$ cat src/rtl/rv_pkg.sv
package rv_pkg;
    typedef enum logic [1:0] {
        RV_ENC  = 2'd0,
        RV_DEC  = 2'd1,
        RV_VAL  = 2'd2,
        RV_FREE = 2'd3
    } rv_op_e;
endpackage

$ cat src/rtl/rv_encode.sv
module rv_encode #(
    parameter int PG_W   = 20,
    parameter int PG_SH  = 12,
    parameter int TYPE_W = 12
) (
    input  logic [PG_W-1:0]       page,
    input  logic [PG_W-1:0]       size,
    input  logic [TYPE_W-1:0]     typ,
    output logic [PG_W+PG_SH-1:0] base_w,
    output logic [PG_W+PG_SH-1:0] mask_w
);
    localparam int WW = PG_W + PG_SH;

    always_comb begin
        base_w = '0;
        mask_w = '0;
        if (size != '0) begin
            base_w[WW-1:PG_SH]    = page;
            base_w[TYPE_W-1:0]    = typ;
            mask_w[WW-1:PG_SH]    = PG_W'(0) - size;
            mask_w[PG_SH-1]       = 1'b1;
        end
    end
endmodule

$ cat src/rtl/rv_decode.sv
module rv_decode #(
    parameter int PG_W   = 20,
    parameter int TYPE_W = 12
) (
    input  logic              vld,
    input  logic [PG_W-1:0]   base_pg,
    input  logic [TYPE_W-1:0] base_ty,
    input  logic [PG_W-1:0]   mask_pg,
    output logic [PG_W-1:0]   page,
    output logic [PG_W-1:0]   size,
    output logic [TYPE_W-1:0] typ,
    output logic              repair
);
    logic [PG_W-1:0] fill;

    always_comb begin
        logic hit;
        hit  = 1'b0;
        fill = mask_pg;
        for (int i = PG_W - 1; i >= 0; i--) begin
            if (!hit) begin
                if (mask_pg[i]) hit = 1'b1;
                else            fill[i] = 1'b1;
            end
        end
        if (mask_pg == '0) fill = '0;
    end

    always_comb begin
        page   = '0;
        size   = '0;
        typ    = '0;
        repair = 1'b0;
        if (vld) begin
            page   = base_pg;
            typ    = base_ty;
            size   = PG_W'(0) - fill;
            repair = (fill != mask_pg);
        end
    end
endmodule

$ cat src/rtl/rv_first_free.sv
module rv_first_free #(
    parameter int SLOT_W = 3
) (
    input  logic [(1<<SLOT_W)-1:0] free_v,
    output logic                   found,
    output logic [SLOT_W-1:0]      idx
);
    localparam int NSLOT = 1 << SLOT_W;

    always_comb begin
        idx   = '0;
        found = |free_v;
        for (int i = NSLOT - 1; i >= 0; i--) begin
            if (free_v[i]) idx = SLOT_W'(i);
        end
    end
endmodule

$ cat src/rtl/rv_slot_ctl.sv
module rv_slot_ctl #(
    parameter int SLOT_W = 3,
    parameter int ADDR_W = 32,
    parameter int PG_SH  = 12,
    parameter int TYPE_W = 12
) (
    input  logic                    clk,
    input  logic                    rst_n,
    input  logic                    cmd_valid,
    input  logic [1:0]              cmd_op,
    input  logic [SLOT_W-1:0]       cmd_slot,
    input  logic [SLOT_W:0]         cmd_repl,
    input  logic [ADDR_W-PG_SH-1:0] cmd_base,
    input  logic [ADDR_W-PG_SH-1:0] cmd_size,
    input  logic [TYPE_W-1:0]       cmd_type,
    output logic                    busy,
    output logic                    done,
    output logic                    err,
    output logic                    changed,
    output logic                    repaired,
    output logic [ADDR_W-PG_SH-1:0] rsp_base,
    output logic [ADDR_W-PG_SH-1:0] rsp_size,
    output logic [TYPE_W-1:0]       rsp_type,
    output logic [SLOT_W-1:0]       rsp_slot
);
    import rv_pkg::*;

    localparam int NSLOT = 1 << SLOT_W;
    localparam int PG_W  = ADDR_W - PG_SH;
    localparam logic [ADDR_W-1:0] BASE_CMP = ~(ADDR_W'(15) << (PG_SH - 4));
    localparam logic [ADDR_W-1:0] MASK_CMP = ~((ADDR_W'(1) << (PG_SH - 1)) - ADDR_W'(1));

    typedef struct packed {
        logic              busy;
        logic              done;
        logic              err;
        logic              chg;
        logic              rep;
        logic [PG_W-1:0]   rbase;
        logic [PG_W-1:0]   rsize;
        logic [TYPE_W-1:0] rtype;
        logic [SLOT_W-1:0] rslot;
        logic [PG_W-1:0]   vb;
        logic [PG_W-1:0]   vl;
    } ctl_t;

    ctl_t st_d, st_q;
    logic [ADDR_W-1:0] base_q [NSLOT];
    logic [ADDR_W-1:0] base_d [NSLOT];
    logic [ADDR_W-1:0] mask_q [NSLOT];
    logic [ADDR_W-1:0] mask_d [NSLOT];

    logic [ADDR_W-1:0] enc_base, enc_mask;
    logic [PG_W-1:0]   dpage [NSLOT];
    logic [PG_W-1:0]   dsize [NSLOT];
    logic [TYPE_W-1:0] dtype [NSLOT];
    logic [NSLOT-1:0]  drep;
    logic [NSLOT-1:0]  free_v;
    logic              free_found;
    logic [SLOT_W-1:0] free_idx;

    rv_encode #(.PG_W(PG_W), .PG_SH(PG_SH), .TYPE_W(TYPE_W)) u_enc (
        .page   (cmd_base),
        .size   (cmd_size),
        .typ    (cmd_type),
        .base_w (enc_base),
        .mask_w (enc_mask)
    );

    for (genvar g = 0; g < NSLOT; g++) begin : g_dec
        rv_decode #(.PG_W(PG_W), .TYPE_W(TYPE_W)) u_dec (
            .vld     (mask_q[g][PG_SH-1]),
            .base_pg (base_q[g][ADDR_W-1:PG_SH]),
            .base_ty (base_q[g][TYPE_W-1:0]),
            .mask_pg (mask_q[g][ADDR_W-1:PG_SH]),
            .page    (dpage[g]),
            .size    (dsize[g]),
            .typ     (dtype[g]),
            .repair  (drep[g])
        );
        assign free_v[g] = (dsize[g] == '0);
    end

    rv_first_free #(.SLOT_W(SLOT_W)) u_free (
        .free_v (free_v),
        .found  (free_found),
        .idx    (free_idx)
    );

    always_comb begin
        st_d      = st_q;
        st_d.done = 1'b0;
        for (int i = 0; i < NSLOT; i++) begin
            base_d[i] = base_q[i];
            mask_d[i] = mask_q[i];
        end
        if (st_q.busy) begin
            if (!st_q.vb[0] && st_q.vl[0]) begin
                st_d.vb = st_q.vb >> 1;
                st_d.vl = st_q.vl >> 1;
            end else begin
                st_d.busy = 1'b0;
                st_d.done = 1'b1;
                st_d.err  = (st_q.vb != st_q.vl);
            end
        end else if (cmd_valid) begin
            st_d.chg = 1'b0;
            st_d.rep = 1'b0;
            st_d.err = 1'b0;
            case (rv_op_e'(cmd_op))
                RV_ENC: begin
                    st_d.chg = (((enc_base ^ base_q[cmd_slot]) & BASE_CMP) != '0) ||
                               (((enc_mask ^ mask_q[cmd_slot]) & MASK_CMP) != '0);
                    base_d[cmd_slot] = enc_base;
                    mask_d[cmd_slot] = enc_mask;
                    st_d.rslot = cmd_slot;
                    st_d.done  = 1'b1;
                end
                RV_DEC: begin
                    st_d.rbase = dpage[cmd_slot];
                    st_d.rsize = dsize[cmd_slot];
                    st_d.rtype = dtype[cmd_slot];
                    st_d.rep   = drep[cmd_slot];
                    st_d.rslot = cmd_slot;
                    st_d.done  = 1'b1;
                end
                RV_VAL: begin
                    st_d.busy = 1'b1;
                    st_d.vb   = cmd_base;
                    st_d.vl   = cmd_base + cmd_size - PG_W'(1);
                end
                default: begin
                    if (!cmd_repl[SLOT_W]) begin
                        st_d.rslot = cmd_repl[SLOT_W-1:0];
                    end else if (free_found) begin
                        st_d.rslot = free_idx;
                    end else begin
                        st_d.rslot = '0;
                        st_d.err   = 1'b1;
                    end
                    st_d.done = 1'b1;
                end
            endcase
        end
    end

    always_ff @(posedge clk) begin
        if (!rst_n) begin
            st_q <= '0;
            for (int i = 0; i < NSLOT; i++) begin
                base_q[i] <= '0;
                mask_q[i] <= '0;
            end
        end else begin
            st_q <= st_d;
            for (int i = 0; i < NSLOT; i++) begin
                base_q[i] <= base_d[i];
                mask_q[i] <= mask_d[i];
            end
        end
    end

    assign busy     = st_q.busy;
    assign done     = st_q.done;
    assign err      = st_q.err;
    assign changed  = st_q.chg;
    assign repaired = st_q.rep;
    assign rsp_base = st_q.rbase;
    assign rsp_size = st_q.rsize;
    assign rsp_type = st_q.rtype;
    assign rsp_slot = st_q.rslot;
endmodule

$ cat config.mk
export PLATFORM = sky130hd
export DESIGN_NAME = rv_slot_ctl
export DESIGN_NICKNAME = d
export VERILOG_FILES = /design/src/rtl/rv_pkg.sv /design/src/rtl/rv_encode.sv /design/src/rtl/rv_decode.sv /design/src/rtl/rv_first_free.sv /design/src/rtl/rv_slot_ctl.sv
export SDC_FILE = /design/constraint.sdc
export NUM_CORES = 2
export LEC_CHECK = 0
export ABC_AREA = 1
export BUFFER_PORTS_ARGS = -buffer_cell sky130_fd_sc_hd__buf_2
export CAP_MARGIN = 10
export CORE_UTILIZATION = 35
export DETAILED_ROUTE_END_ITERATION = 10
export SLEW_MARGIN = 10
export SYNTH_ARGS = -nofsm -noshare
export SYNTH_HDL_FRONTEND = slang
export SYNTH_HIERARCHICAL = 1
export SYNTH_SLANG_ARGS = --single-unit
$ cat constraint.sdc
create_clock -name clk -period 8.2 [get_ports clk]
set_input_delay 0.82 -clock clk [delete_from_list [all_inputs] [get_ports clk]]
set_output_delay 0.82 -clock clk [all_outputs]
set_load 0.03 [all_outputs]
==> metrics <==
FF-to-FF path depth 22; Hold Path Origin st_q[39]; syn_nets 6729; Hold EP st_q[39]; DR pass1 iterations 7; met2 wire len about 70000 um; Final min period about 5100 ps; DP HPWL ~120000 um; Finished Layout Cells 7998; total track usage 0.287; placed cell areas 40100 um2; Slew headroom 0.138; CP Capture Type flip-flop; Via Count 42.9k; crit-path cells nor2_2 > nand2_2 > nor2_4 > nand2_1 > o21ai_0 > nand2_1 > nand2_1 > nor2_4 > nand2_2 > nor2_2 > nor2_1 > nor2_1 > nor4_1 > nand4_1 > nor4_1 > or2_1 > nand3_1 > a31oi_1 > nand3_1 > nand3_1 > o21ai_0 > a21oi_1; met3 routed WL ~17000 um; num ports around 120; post-cts gate resize count 0; post-CTS setup buffer count 0; fin util 0.383; vias in the first global route between 30k and 40k; Pwr Density about 190 nW/um2; Slowest-stage cell, CP a31oi_1; vias per cell approximately 5.4; fillers around 12k; slew at the pin with the worst max-slew slack 1280 ps; YS warnings 6; Hold Vio Cnt, Final 0; reg2reg start mask_q[7][30]; die area about 110000 um2; WS Path Type reg -> reg; cts hold-fix bufs 0; Cell Rows 122; Required @ worst endpoint 8760 ps; maximum vdd drop roughly 120 uV; Avg Cell Area, Syn just under 6 um2; die width 336 um; P&R area growth vs syn 8.65%; CP top delay family simple AND/OR/NAND/NOR gates; RePlAce Congestion around 1.0; Leak 20.7 nW; Post-Syn Area ~39000 um2; setup violators final 0; clock-pin slew on the worst setup and hold paths around 60 ps; Hold Path Depth 2; Post-Synthesis Cells approximately 6.6k; total power 7.85 mW; Worst-Skew Late Latency around 660 ps; placed insts 7872; share of layout cells above drive strength 1 0.0965; Worst Skew 38.9 ps; RSZ-0062 raised after global routing false; setup TNS 0 ps; Max Clk Rate slightly below 0.2 GHz; crit-path max FO 7; global route total overflow 0; Metal-1 WL approximately 74000 um; core area about 110000 um2; Root Driver clkbuf_16; IO Port Bufs 123; clock sink count about 520; Final Instance Area between 40000 and 50000 um2; pin count of the biggest net entering global routing 258; status finished, final reports clean; Post-DRT Antenna Nets 0; reg2reg end rsp_slot[1]; final net count approximately 6.6k; type of the most critical hold path reg -> reg; die height around 340 um; Startpoint Class flip-flop; Crit path largest cell delay ~640 ps; Critical Path AT around 5600 ps; DR top layer met5; max cap viols 0; WL final around 170000 um; first-pass GRT wire length about 250000 um; CTS tree yes; Starting Density 0.353; drt drc 0; Tcrit/Tclk final 0.619; worst path bufs/invs 0; fin. max-slew vios 0; Worst R2R Setup Slack 3130 ps; DR iter-0 viols just under 5k; antenna violations before repair 15; Wirelength per Cell ~21 um; Clock Tree Buf Depth 3; H-tree levels 3; CTS buffer count 70
## stage by stage
stage / hold slack, ps / setup WS (ps)
after floorplan: 441 / 5020
after global placement: 452 / 3530
after detailed placement: 459 / 3550
after CTS: 467 / 3520
after global routing: 496 / 2940
final: 466 / 3130
## worst max-delay path by stage
| stage | startpoint | to | slack [ps] | cells after the start |
|---|---|---|---|---|
| after detailed placement | cmd_slot[0] | changed | 3550 | 13 |
| after CTS | mask_q[7][30] | rsp_slot[0] | 3520 | 25 |
| after global routing | mask_q[7][30] | rsp_slot[1] | 2940 | 21 |
| after global placement | mask_q[7][30] | rsp_slot[0] | 3530 | 25 |
| final | mask_q[7][30] | rsp_slot[1] | 3130 | 22 |
| after floorplan | mask_q[4][30] | rsp_slot[0] | 5020 | 24 |
## area by class of cell
| cell class | count | area (um2) | area share |
|---|---|---|---|
| timing repair buffer | 172 | 1060 | 0.0250 |
| sequential | 524 | 10500 | 0.247 |
| tap | 1488 | 1860 | 0.0439 |
| inverter | 1091 | 4100 | 0.0967 |
| clock buffer | 98 | 2040 | 0.0480 |
| multi-input combinational | 4597 | 22500 | 0.531 |
| antenna | 1 | 2.50 | 0.0000590 |
| clock inverter | 27 | 335 | 0.00790 |
## where the power goes
| group | total (mW) | internal [mW] | switching, mW |
|---|---|---|---|
| Sequential | 2.64 | 2.60 | 0.0449 |
| Clock | 3.23 | 1.93 | 1.30 |
| Combinational | 1.98 | 0.545 | 1.44 |
## layer usage
| metal | vias up | track usage |
|---|---|---|
| met5 | - | 0 |
| met4 | 20 | 0.108 |
| met3 | 329 | 0.0642 |
| met2 | 1991 | 0.420 |
| met1 | 19704 | 0.405 |
| li1 | 20831 | - |
## state kept, by name, indices dropped and copies added (netlist names)
signal    flops
rsp_base     20
err           1
done          1
repaired      1
rsp_slot      3
st_q         40
rsp_type     12
base_q      256
mask_q      168
rsp_size     20
busy          1
changed       1
## cell usage in the layout, fill, tap and decap left out, types with 16 or more instances in the layout
cell       count
a211oi_1      44
a21oi_1      510
a31oi_1       36
a31oi_2       16
buf_2        121
buf_4         43
clkbuf_16     71
clkbuf_8      16
clkinv_1      47
dfxtp_1      516
ha_1          47
inv_1       1004
inv_2         38
nand2_1     1467
nand2_2       51
nand3_1      252
nand3_2       25
nand4_1       60
nor2_1       709
nor2_2        79
nor2_4        48
nor3_1        70
nor4_1        48
o211ai_1      30
o21ai_0      810
o21ai_1       54
o21ai_2       16
o22ai_1       59
or2_2         23
xor2_1        18
## worst register-to-register path, stage by stage, from the launching register on
cell     delay (ps)
dfxtp_1         410
nor2_2          190
nand2_2         140
nor2_4          270
nand2_1         140
o21ai_0         590
nand2_1         250
nand2_1         180
nor2_4           70
nand2_2          80
nor2_2           40
nor2_1           80
nor2_1           70
nor4_1          330
nand4_1         150
nor4_1          560
or2_1           220
nand3_1          80
a31oi_1         640
nand3_1         150
nand3_1         100
o21ai_0          80
a21oi_1         160
No activity file was read; power rests on OpenSTA's default activity.
